==> config.mk <==
export PLATFORM = sky130hd
export DESIGN_NAME = bus_cycle_seq
export DESIGN_NICKNAME = d
export VERILOG_FILES = /design/src/rtl/bcs_pkg.sv /design/src/rtl/bcs_phase_gen.sv /design/src/rtl/bcs_ready_sel.sv /design/src/rtl/bcs_req_slot.sv /design/src/rtl/bcs_fsm.sv /design/src/rtl/bus_cycle_seq.sv
export SDC_FILE = /design/constraint.sdc
export NUM_CORES = 1
export LEC_CHECK = 0
export CAP_MARGIN = 5
export CORE_MARGIN = 4
export CORE_UTILIZATION = 65
export CTS_BUF_LIST = sky130_fd_sc_hd__clkbuf_2
export DETAILED_ROUTE_END_ITERATION = 16
export DONT_BUFFER_PORTS = 1
export HOLD_SLACK_MARGIN = 0.02
export PLACE_DENSITY_LB_ADDON = 0.1
export SLEW_MARGIN = 25
export SYNTH_ARGS = -nofsm -noshare
export SYNTH_HDL_FRONTEND = slang
export SYNTH_SLANG_ARGS = --single-unit
==> constraint.sdc <==
create_clock -name clk2x -period 1.7 [get_ports clk2x]
set_input_delay 0.34 -clock clk2x [delete_from_list [all_inputs] [get_ports clk2x]]
set_output_delay 0.34 -clock clk2x [all_outputs]
set_load 0.01 [all_outputs]
==> src/rtl/bcs_pkg.sv <==
// Shared types for the bus cycle sequencer.
package bcs_pkg;
    // Bus state of the sequencer: idle, address state, response state.
    typedef enum logic [1:0] {
        BS_TI = 2'd0,
        BS_T1 = 2'd1,
        BS_T2 = 2'd2
    } bus_state_e;
endpackage

==> src/rtl/bcs_phase_gen.sv <==
// Phase generator: divides the fast clock into phase 1 / phase 2.
// Assumes: reset is synchronous active-low; the first edge that sees reset
// released starts phase 1, which fixes the phase alignment to reset.
module bcs_phase_gen (
    input  logic clk2x,
    input  logic rst_n,
    output logic ph2_o,
    output logic phclk_o
);
    logic ph2_q;

    // Phase toggle; held at phase 2 in reset so release lands on phase 1.
    always_ff @(posedge clk2x) begin
        if (!rst_n) ph2_q <= 1'b1;
        else        ph2_q <= ~ph2_q;
    end

    assign ph2_o   = ph2_q;
    assign phclk_o = ~ph2_q;
endmodule

==> src/rtl/bcs_ready_sel.sv <==
// Ready source selector: local-bus select low takes the internal active-high
// ready, otherwise the external active-low pin. Output is active-high.
// Assumes: both sources are already synchronous to the fast clock.
module bcs_ready_sel (
    input  logic lba_n_i,
    input  logic ext_rdy_n_i,
    input  logic int_rdy_i,
    output logic rdy_o
);
    // Pick one source; the other one has no path to the output.
    always_comb begin
        if (!lba_n_i) rdy_o = int_rdy_i;
        else          rdy_o = ~ext_rdy_n_i;
    end
endmodule

==> src/rtl/bcs_req_slot.sv <==
// One-entry request holding slot between the requester and the sequencer.
// Assumes: the requester only strobes while ready_o is high; a strobe
// while full is dropped.
module bcs_req_slot #(
    parameter int AW = 24,
    parameter int DW = 16,
    parameter int SW = 3
) (
    input  logic          clk2x,
    input  logic          rst_n,
    input  logic          req_i,
    input  logic [AW-1:0] addr_i,
    input  logic [DW-1:0] wdata_i,
    input  logic [SW-1:0] type_i,
    input  logic          take_i,
    output logic          valid_o,
    output logic [AW-1:0] addr_o,
    output logic [DW-1:0] wdata_o,
    output logic [SW-1:0] type_o,
    output logic          ready_o
);
    logic          valid_q;
    logic [AW-1:0] addr_q;
    logic [DW-1:0] wdata_q;
    logic [SW-1:0] type_q;

    // Occupancy flag: set on an accepted strobe, cleared when started.
    always_ff @(posedge clk2x) begin
        if (!rst_n)                  valid_q <= 1'b0;
        else if (take_i)             valid_q <= 1'b0;
        else if (req_i && !valid_q)  valid_q <= 1'b1;
    end

    // Payload capture on acceptance only.
    always_ff @(posedge clk2x) begin
        if (!rst_n) begin
            addr_q  <= '0;
            wdata_q <= '0;
            type_q  <= '0;
        end else if (req_i && !valid_q) begin
            addr_q  <= addr_i;
            wdata_q <= wdata_i;
            type_q  <= type_i;
        end
    end

    assign valid_o = valid_q;
    assign addr_o  = addr_q;
    assign wdata_o = wdata_q;
    assign type_o  = type_q;
    assign ready_o = ~valid_q;
endmodule

==> src/rtl/bcs_fsm.sv <==
// Bus state sequencer: Ti / T1 / T2 with a sampled-ready wait loop.
// State changes only on the edge that ends phase 2. Ready is looked at
// only on that edge while in T2. A waiting request starts straight from
// the terminating T2.
// Assumes: ph2_i is high in the phase-2 fast cycle of each bus state.
module bcs_fsm
    import bcs_pkg::*;
#(
    parameter int AW = 24,
    parameter int DW = 16,
    parameter int SW = 3
) (
    input  logic          clk2x,
    input  logic          rst_n,
    input  logic          ph2_i,
    input  logic          rdy_i,
    input  logic          pend_i,
    input  logic [AW-1:0] pend_addr_i,
    input  logic [DW-1:0] pend_wdata_i,
    input  logic [SW-1:0] pend_type_i,
    input  logic [DW-1:0] bus_din_i,
    output logic          take_o,
    output bus_state_e    state_o,
    output logic          ads_n_o,
    output logic [AW-1:0] addr_o,
    output logic [SW-1:0] stat_o,
    output logic [DW-1:0] wdata_o,
    output logic [DW-1:0] rdata_o,
    output logic          done_o
);
    bus_state_e    st_q, st_d;
    logic          term, launch;
    logic [AW-1:0] addr_q;
    logic [SW-1:0] stat_q;
    logic [DW-1:0] wdata_q, rdata_q;
    logic          done_q;

    // Termination and launch decisions at the end of phase 2.
    always_comb begin
        term   = (st_q == BS_T2) && ph2_i && rdy_i;
        launch = ph2_i && pend_i && ((st_q == BS_TI) || term);
    end

    // Next-state selection.
    always_comb begin
        st_d = st_q;
        if (ph2_i) begin
            unique case (st_q)
                BS_TI:   if (pend_i) st_d = BS_T1;
                BS_T1:   st_d = BS_T2;
                BS_T2:   if (rdy_i)  st_d = pend_i ? BS_T1 : BS_TI;
                default: st_d = BS_TI;
            endcase
        end
    end

    // State register.
    always_ff @(posedge clk2x) begin
        if (!rst_n) st_q <= BS_TI;
        else        st_q <= st_d;
    end

    // Bus-side address, status and write word, loaded as T1 begins.
    always_ff @(posedge clk2x) begin
        if (!rst_n) begin
            addr_q  <= '0;
            stat_q  <= '0;
            wdata_q <= '0;
        end else if (launch) begin
            addr_q  <= pend_addr_i;
            stat_q  <= pend_type_i;
            wdata_q <= pend_wdata_i;
        end
    end

    // Read capture and completion pulse on the terminating sample.
    always_ff @(posedge clk2x) begin
        if (!rst_n) begin
            rdata_q <= '0;
            done_q  <= 1'b0;
        end else begin
            done_q <= term;
            if (term) rdata_q <= bus_din_i;
        end
    end

    assign take_o  = launch;
    assign state_o = st_q;
    assign ads_n_o = (st_q != BS_T1);
    assign addr_o  = addr_q;
    assign stat_o  = stat_q;
    assign wdata_o = wdata_q;
    assign rdata_o = rdata_q;
    assign done_o  = done_q;
endmodule

==> src/rtl/bus_cycle_seq.sv <==
// Top of the two-state bus cycle controller. Ties together the phase
// generator, the ready selector, the request slot and the sequencer.
// Assumes: every input is synchronous to clk2x.
module bus_cycle_seq
    import bcs_pkg::*;
#(
    parameter int AW = 24,
    parameter int DW = 16,
    parameter int SW = 3
) (
    input  logic          clk2x,
    input  logic          rst_n,
    input  logic          req_i,
    input  logic [AW-1:0] req_addr_i,
    input  logic [DW-1:0] req_wdata_i,
    input  logic [SW-1:0] req_type_i,
    output logic          req_rdy_o,
    output logic          done_o,
    output logic [DW-1:0] rdata_o,
    output logic          ads_n_o,
    output logic [AW-1:0] addr_o,
    output logic [SW-1:0] stat_o,
    output logic [DW-1:0] wdata_o,
    input  logic [DW-1:0] bus_din_i,
    input  logic          ext_rdy_n_i,
    input  logic          int_rdy_i,
    input  logic          lba_n_i,
    output logic          phclk_o
);
    logic          ph2;
    logic          rdy;
    logic          pend_valid, take;
    logic [AW-1:0] pend_addr;
    logic [DW-1:0] pend_wdata;
    logic [SW-1:0] pend_type;
    bus_state_e    bus_st;

    bcs_phase_gen u_phase (
        .clk2x   (clk2x),
        .rst_n   (rst_n),
        .ph2_o   (ph2),
        .phclk_o (phclk_o)
    );

    bcs_ready_sel u_rdy (
        .lba_n_i     (lba_n_i),
        .ext_rdy_n_i (ext_rdy_n_i),
        .int_rdy_i   (int_rdy_i),
        .rdy_o       (rdy)
    );

    bcs_req_slot #(.AW(AW), .DW(DW), .SW(SW)) u_slot (
        .clk2x   (clk2x),
        .rst_n   (rst_n),
        .req_i   (req_i),
        .addr_i  (req_addr_i),
        .wdata_i (req_wdata_i),
        .type_i  (req_type_i),
        .take_i  (take),
        .valid_o (pend_valid),
        .addr_o  (pend_addr),
        .wdata_o (pend_wdata),
        .type_o  (pend_type),
        .ready_o (req_rdy_o)
    );

    bcs_fsm #(.AW(AW), .DW(DW), .SW(SW)) u_fsm (
        .clk2x        (clk2x),
        .rst_n        (rst_n),
        .ph2_i        (ph2),
        .rdy_i        (rdy),
        .pend_i       (pend_valid),
        .pend_addr_i  (pend_addr),
        .pend_wdata_i (pend_wdata),
        .pend_type_i  (pend_type),
        .bus_din_i    (bus_din_i),
        .take_o       (take),
        .state_o      (bus_st),
        .ads_n_o      (ads_n_o),
        .addr_o       (addr_o),
        .stat_o       (stat_o),
        .wdata_o      (wdata_o),
        .rdata_o      (rdata_o),
        .done_o       (done_o)
    );
endmodule

==> run_results.csv, run 1 <==
group,metric,value,unit
grt,overflow,0,
sta,fin_crit,1.559,ns
sta,fin_worst_skew,0.03749,ns
synth,synthCells,453,
worst_setup_path,slowest_stage,"dfxtp_1",
worst_setup_path,r2r_slack,0.29,ns
detailed_routing,vias,3269,
floorplan,die_area,7163,um^2
cells_and_area,nets,579,
power_and_ir_drop,p_leak,1.667,nW
grt,grt_antenna_before_repair,0,
floorplan,rows,27,
synth,ys_warn_count,0,
grt,grt_use_total,26.64,%
grt,grt_pass1_wl,15420,um
sta,max_freq,641.5,MHz
floorplan,io_pins,128,
sta,slew_violations,0,
cts,cts_max_path_buffers,2,
floorplan,design.core.area,5608,um^2
hold_path,hold_depth,3,
placement,place_ws,0.3323,ns
cts,numCtsBuffers,9,
power_and_ir_drop,vdd.ir_drop.worst,750.0,uV
detailed_routing,vias_per_cell,5.531,
synth,synthesis.nets,518,
worst_setup_path,rr_worst_depth,5,
detailed_routing,first_pass_iters,5,
placement,routabilityCongestion,0.7688,
synth,synth.ff_latch_count,107,
grt,grt_pass1_vias,3340,
cells_and_area,syn_to_final_growth,23.80,%
detailed_routing,drt_wl_total,9410,um
cts,clock-sinks,107,
sta,maxSlewHeadroom,75.41,%
synth,yosysUniqueCellTypes,24,
cells_and_area,diodes,0,
worst_setup_path,critPathKind,"reg -> out",
worst_setup_path,cp_top_family,"flip-flops",
worst_setup_path,cp.required,1.36,ns
sta,setup_violations,0,
job,drv_cap,0,
sta,worstMarginPinSlew,0.3689,ns
worst_setup_path,end_kind,"primary output",
cts,hold_buffers,75,
floorplan,die_x,84.64,um
worst_setup_path,r2r-start,"u_slot.valid_o",
synth,syn_area,3817,um^2
hold_path,hold_class,"in -> reg",
worst_setup_path,worstSetupStartpointType,"flop",
cts,cts.clk_slew.worst_paths,0.24,ns
detailed_routing,drt-initial-drc-count,203,
placement,dp_hpwl,5179,um
worst_setup_path,r2r_end,"u_fsm.wdata_o[10]",
detailed_routing,wl_per_cell,15.92,um
sta,rsz0062_at_grt,"false",
placement,dp_cells,500,
synth,syn_area_per_cell,8.427,um^2
cts,post_cts_resized,0,
power_and_ir_drop,power.density,914.0,nW/um^2
sta,hold_violations,0,
sta,worst_slack,0.1411,ns
cells_and_area,drive_gt1_share,6.166,%
outcome,status,"finished clean",
grt,grt_max_degree,77,
placement,portBuffers,0,
synth,yosysSeqAreaShare,56.11,%
cts,cts_root_buffer,"clkbuf_2",
placement,placed_cell_area,3837,um^2
worst_setup_path,worst-path-buf-inv,0,
worst_setup_path,cp_cell_sequence,"nand2b_1",
cells_and_area,fin_util,84.27,%
hold_path,min_from,"int_rdy_i",
cts,cts_tree,"done",
cts,clock_latency,0.54,ns
worst_setup_path,worst-path-max-fanout,5,
worst_setup_path,cp.arrival,1.22,ns
worst_setup_path,slowest_delay,0.50,ns
sta,fin_crit_sh,91.70,%
hold_path,min_to,"u_fsm.state_o[1]",
cells_and_area,final_cell_area,4726,um^2
floorplan,initial_core_util,68.07,%
floorplan,die_y,84.64,um
detailed_routing,ant_nets,0,
cells_and_area,final_cells,591,
cts,cts_setup_buffers,0,
cts,htree_levels,3,
detailed_routing,drc,0,
sta,fin_setup_tns,0,ns
[area by class of cell]
class	instances	area, um^2
inverters	3	11.26
clock buffers	9	45.04
flip-flops and latches	107	2142
fillers	338	882.1
repair buffers	85	868.3
clock inverters	7	75.07
well taps	72	90.09
multi-input cells	308	1494
[metrics by stage]
stage	power (mW)	hold WS (ns)
after floorplan	2.982	0.4188
after global placement	3.015	0.4208
after detailed placement	3.026	0.4283
after CTS	4.327	0.08389
after global routing	4.506	0.1041
final	4.319	0.1362
[layer usage]
layer	wire (um)	up-vias	GRT usage [%]	share of wire, %
met3	703	22	7.066	7.5
met4	287	0	13.24	3.0
li1	-	1618	-	-
met5	0	-	0	0
met1	3492	1504	29.80	37
met2	4926	125	46.55	52
[synthesized netlist by cell type]
library cell / number / area [um^2]
nor2_1: 18 / 67.56
nand3_1: 43 / 215.2
clkinv_1: 1 / 3.750
nand3b_1: 2 / 15.01
a21oi_4: 1 / 16.27
nand2b_1: 2 / 12.51
a21oi_1: 45 / 225.2
mux2i_1: 16 / 160.2
buf_6: 3 / 33.78
o21ai_1: 23 / 115.1
clkbuf_2: 1 / 5.000
inv_1: 2 / 7.510
buf_12: 1 / 20.02
dfxtp_1: 107 / 2142
buf_2: 5 / 25.02
nand3b_2: 1 / 11.26
and2_1: 1 / 6.260
nand2_1: 131 / 491.7
a311oi_1: 1 / 8.760
a31oi_4: 1 / 21.27
clkbuf_1: 25 / 93.84
nand2b_2: 1 / 8.760
o21ai_0: 21 / 105.1
nor2b_1: 1 / 6.260
[sequential cells by signal, indices dropped and copies added, names as in the netlist]
name / count
u_fsm.state_o: 2
u_phase.ph2_o: 1
u_fsm.addr_o: 24
u_fsm.rdata_o: 16
u_slot.wdata_o: 16
u_slot.addr_o: 24
u_fsm.stat_o: 3
u_slot.valid_o: 1
u_fsm.done_o: 1
u_fsm.wdata_o: 16
u_slot.type_o: 3
[kinds of logic after synthesis]
group / after synthesis / share of synthesized area (%)
buffers and inverters: 38 / 4.949
DFF: 107 / 56.11
and+or+nand+nor: 200 / 21.86
muxes: 16 / 4.195
AOI/OAI and AO/OA: 92 / 12.88
[where the power goes]
group	internal (mW)	total (mW)	leakage, nW	switching [mW]
clock	0.346	1.17	0.0649	0.828
combinational	0.207	0.458	0.732	0.251
sequential	2.61	2.69	0.870	0.0728
total	3.17	4.32	1.67	1.15
[layout by cell type (no fill, tap or decap), types with 3 or more instances in the layout]
cell           instances
dlygate4sd3_1         74
mux2i_1               16
o21ai_1               23
o21ai_0               21
clkinvlp_4             3
nand2_1              131
a21oi_1               45
nand3_1               43
clkbuf_2               9
dfxtp_1              107
nor2_1                18
buf_4                  8
[worst max-delay path by stage]
stage                           from           endpoint  depth (start not counted)
floorplan                ext_rdy_n_i  u_fsm.rdata_o[10]                          5
global placement         ext_rdy_n_i   u_fsm.rdata_o[7]                          5
detailed placement       ext_rdy_n_i  u_fsm.rdata_o[11]                          5
CTS                 u_fsm.state_o[1]            ads_n_o                          1
global route        u_fsm.state_o[1]            ads_n_o                          1
finish              u_fsm.state_o[1]            ads_n_o                          1
No activity file was read; power rests on OpenSTA's default activity.
==> inputs of run 2 (changes only) <==
--- a/config.mk
+++ b/config.mk
@@ -13,6 +13,7 @@
 export DONT_BUFFER_PORTS = 1
 export HOLD_SLACK_MARGIN = 0.02
 export PLACE_DENSITY_LB_ADDON = 0.1
+export SETUP_SLACK_MARGIN = 0.4
 export SLEW_MARGIN = 25
 export SYNTH_ARGS = -nofsm -noshare
 export SYNTH_HDL_FRONTEND = slang
==> run 2 against run 1 <==
The run now fails in 5_1_grt. Area after synthesis is the same. Synthesized cell count stayed put.
==> run_results.csv, run 2 <==
group,metric,value,unit
outcome,status,"did not finish",
outcome,stop_stage,"5_1_grt",
outcome,error,"[ERROR DPL-0038] Utilization greater than 100%, impossible to legalize",
floorplan,io_pins,128,
synth,yosysSeqAreaShare,56.11,%
floorplan,die_x,84.64,um
cts,clock-sinks,107,
grt,grt_max_degree,91,
cts,numCtsBuffers,9,
synth,async_flop_share,0,%
cts,htree_levels,3,
synth,synthTopCellsByArea,"dfxtp_1 (56%), nand2_1 (13%), a21oi_1 (5.9%), nand3_1 (5.6%), mux2i_1 (4.2%)",
placement,routabilityCongestion,0.7357,
synth,ys_warn_count,0,
sta,crit_endpoint,"u_fsm.rdata_o[2]$_SDFFE_PN0P_/D",
synth,synthTopCellsByCount,"nand2_1 (131), dfxtp_1 (107), a21oi_1 (45)",
placement,portBuffers,0,
synth,synthCells,453,
synth,synthesis.nets,518,
synth,yosysMostFrequentCell,"nand2_1",
synth,yosysTopAreaCell,"dfxtp_1",
synth,synth.ff_latch_count,107,
synth,synth_edf_count,0,
floorplan,die_y,84.64,um
synth,syn_area_per_cell,8.427,um^2
sta,worstEndpointType,"register data pin",
cts,cts_root_buffer,"clkbuf_2",
synth,syn_area,3817,um^2
synth,synth_flop_cell,"dfxtp_1",
synth,yosysTopAreaCellShare,56.11,%
floorplan,initial_core_util,68.07,%
floorplan,rows,27,
cts,cts_max_path_buffers,2,
placement,dp_hpwl,5323,um
synth,yosysUniqueCellTypes,24,
-- run 2: cell counts after synthesis --
No cell type changed its count.
-- run 2: kinds of logic after synthesis --
group	count (synthesis)	synth area share (%)
DFF	107	56.11
and+or+nand+nor	200	21.86
AOI/OAI and AO/OA	92	12.88
buffers and inverters	38	4.949
muxes	16	4.195
-- run 2: timing repair --
action	4_1_cts
endpoints found under the setup margin	149
pin swaps	13
hold buffers	94
gates resized for setup	104
buffers inserted	12
cloned	6
hold endpoints to repair	106
-- run 2: per-stage QoR --
stage	setup slack, ns	std cells	hold slack (ns)	area, um^2	util [%]
2_1_floorplan	0.3733	453	0.4366	3840	-
3_3_place_gp	0.3570	499	0.4250	3865	68.92
3_5_place_dp	0.2725	499	0.4270	3865	68.92
4_1_cts	0.2509	627	-0.1453	5426	96.76
==> inputs of run 3 (changes only) <==
--- a/config.mk
+++ b/config.mk
@@ -7,13 +7,10 @@
 export LEC_CHECK = 0
 export CAP_MARGIN = 5
 export CORE_MARGIN = 4
-export CORE_UTILIZATION = 65
-export CTS_BUF_LIST = sky130_fd_sc_hd__clkbuf_2
+export CORE_UTILIZATION = 40
 export DETAILED_ROUTE_END_ITERATION = 16
 export DONT_BUFFER_PORTS = 1
-export HOLD_SLACK_MARGIN = 0.02
-export PLACE_DENSITY_LB_ADDON = 0.1
-export SETUP_SLACK_MARGIN = 0.4
+export PLACE_DENSITY_LB_ADDON = 0.15
 export SLEW_MARGIN = 25
 export SYNTH_ARGS = -nofsm -noshare
 export SYNTH_HDL_FRONTEND = slang
==> run 3 against run 2 <==
The flow now finishes without violations.
==> run_results.csv, run 3 (synthesized netlist as in run 1, its figures left out) <==
group,metric,value,unit
detailed_routing,wl_met2,3695,um
grt,grt_use_total,14.79,%
cts,htree_levels,3,
placement,portBuffers,0,
floorplan,io_pins,128,
power_and_ir_drop,internal_power,3.409,mW
placement,placed_cell_area,3906,um^2
cts,post_cts_resized,0,
worst_setup_path,worstSetupStartpointType,"flop",
grt,grt_antenna_before_repair,0,
power_and_ir_drop,p_sw_share,25.34,%
floorplan,design.core.area,9284,um^2
sta,worstMarginPinSlew,0.3433,ns
sta,setup_violations,0,
cts,clock_latency,0.36,ns
floorplan,rows,35,
placement,routabilityCongestion,0.7189,
detailed_routing,drc,0,
cts,cts_tree,"done",
sta,fin_crit_sh,86.14,%
cells_and_area,final_cell_area,4114,um^2
floorplan,die_x,105.7,um
cells_and_area,syn_to_final_growth,7.768,%
worst_setup_path,cp.required,1.99,ns
cells_and_area,drive_gt1_share,6.787,%
cts,cts_root_buffer,"clkbuf_8",
detailed_routing,wl_met3,835,um
worst_setup_path,cp_cell_sequence,"nand3b_1, a31oi_4, buf_12, nand3_1, o21ai_0",
cts,cts_max_path_buffers,2,
power_and_ir_drop,power_frac_comb,6.4,%
detailed_routing,drt_wl_total,8130,um
sta,fin_crit,1.464,ns
floorplan,initial_core_util,41.12,%
power_and_ir_drop,p_seq_share,58.5,%
floorplan,die_area,11170,um^2
detailed_routing,vias_per_cell,4.988,
detailed_routing,drt-initial-drc-count,88,
cts,numCtsBuffers,9,
worst_setup_path,end_kind,"flop",
grt,grt_pass1_wl,13290,um
cts,clock-sinks,107,
cells_and_area,nets,502,
worst_setup_path,worst-path-max-fanout,87,
worst_setup_path,slowest_stage,"dfxtp_1",
cells_and_area,diodes,0,
worst_setup_path,r2r_slack,0.24,ns
sta,fin_worst_skew,0.01166,ns
sta,hold_violations,0,
power_and_ir_drop,vdd.ir_drop.worst,382.3,uV
sta,maxSlewHeadroom,77.12,%
placement,dp_hpwl,5369,um
worst_setup_path,critPathKind,"reg -> reg",
power_and_ir_drop,p_sw,1.157,mW
cts,hold_buffers,0,
sta,hold_slack,0.06063,ns
detailed_routing,wl_per_cell,14.24,um
cells_and_area,final_common_cell,"nand2_1",
detailed_routing,vias,2848,
power_and_ir_drop,power.density,1110,nW/um^2
power_and_ir_drop,pwr-share-clk,35.1,%
detailed_routing,ant_nets,0,
cts,cts.clk_slew.worst_paths,0.10,ns
detailed_routing,first_pass_iters,6,
floorplan,die_y,105.7,um
cts,cts_setup_buffers,0,
outcome,status,"finished clean",
job,drv_cap,0,
sta,fin_setup_tns,0,ns
cells_and_area,fin_util,44.31,%
worst_setup_path,slowest_delay,0.44,ns
grt,overflow,0,
hold_path,hold_class,"in -> reg",
detailed_routing,wl_met1,3495,um
grt,grt_max_degree,91,
detailed_routing,highest_layer,"met4",
grt,grt_pass1_vias,2645,
sta,slew_violations,0,
sta,rsz0062_at_grt,"false",
sta,max_freq,682.9,MHz
power_and_ir_drop,p_leak,1.416,nW
cells_and_area,final_cell_mix,"nand2_1 (131), dfxtp_1 (107), a21oi_1 (45)",
worst_setup_path,cp.arrival,1.75,ns
## run 3: layer usage
layer | global-route usage (%) | vias up
li1 | - | 1467
met1 | 18.07 | 1284
met2 | 22.77 | 89
met3 | 7.532 | 8
met4 | 4.440 | 0
met5 | 0 | -
## run 3: per-stage QoR
stage / worst slack, ns / total power, mW / cells
after global routing: 0.1028 / 4.795 / 571
final: 0.2356 / 4.566 / 571
after detailed placement: 0.2334 / 3.029 / 555
after floorplan: 0.2968 / 2.982 / 453
after CTS: 0.2516 / 4.646 / 571
after global placement: 0.2862 / 3.023 / 555
## run 3: critical path, delay by kind of cell, from the launching register on
family / cells / cell delay (ns)
AND/OR/NAND/NOR: 2 / 0.29
flip-flops: 1 / 0.44
buffers and inverters: 1 / 0.30
AO/OA/AOI/OAI: 2 / 0.30
## run 3: final cells by class
class                      instances  area, um^2
fill                             964        5170
tap                              129       161.4
sequential                       107        2142
clock buffer                       9       123.9
timing repair buffer               8       97.59
multi-input combinational        308        1494
inverter                           3       11.26
clock inverter                     7       83.83
## run 3: final timing paths
kind | start | to | depth (start not counted)
setup reg to reg | u_phase.ph2_o | u_fsm.addr_o[19] | 5
hold / removal | rst_n | u_phase.ph2_o | 1
hold reg to reg | u_slot.addr_o[23] | u_fsm.addr_o[23] | 2
setup / recovery | u_phase.ph2_o | u_fsm.addr_o[19] | 5
## run 3: power by group through the flow
| stage | clock [mW] | sequential, mW | combinational, mW |
|---|---|---|---|
| 6_report | 1.60 | 2.67 | 0.290 |
| 4_1_cts | 1.67 | 2.68 | 0.298 |
| 3_3_place_gp | 0 | 2.73 | 0.293 |
| 2_1_floorplan | 0 | 2.71 | 0.267 |
| 5_1_grt | 1.77 | 2.69 | 0.334 |
| 3_5_place_dp | 0 | 2.73 | 0.297 |
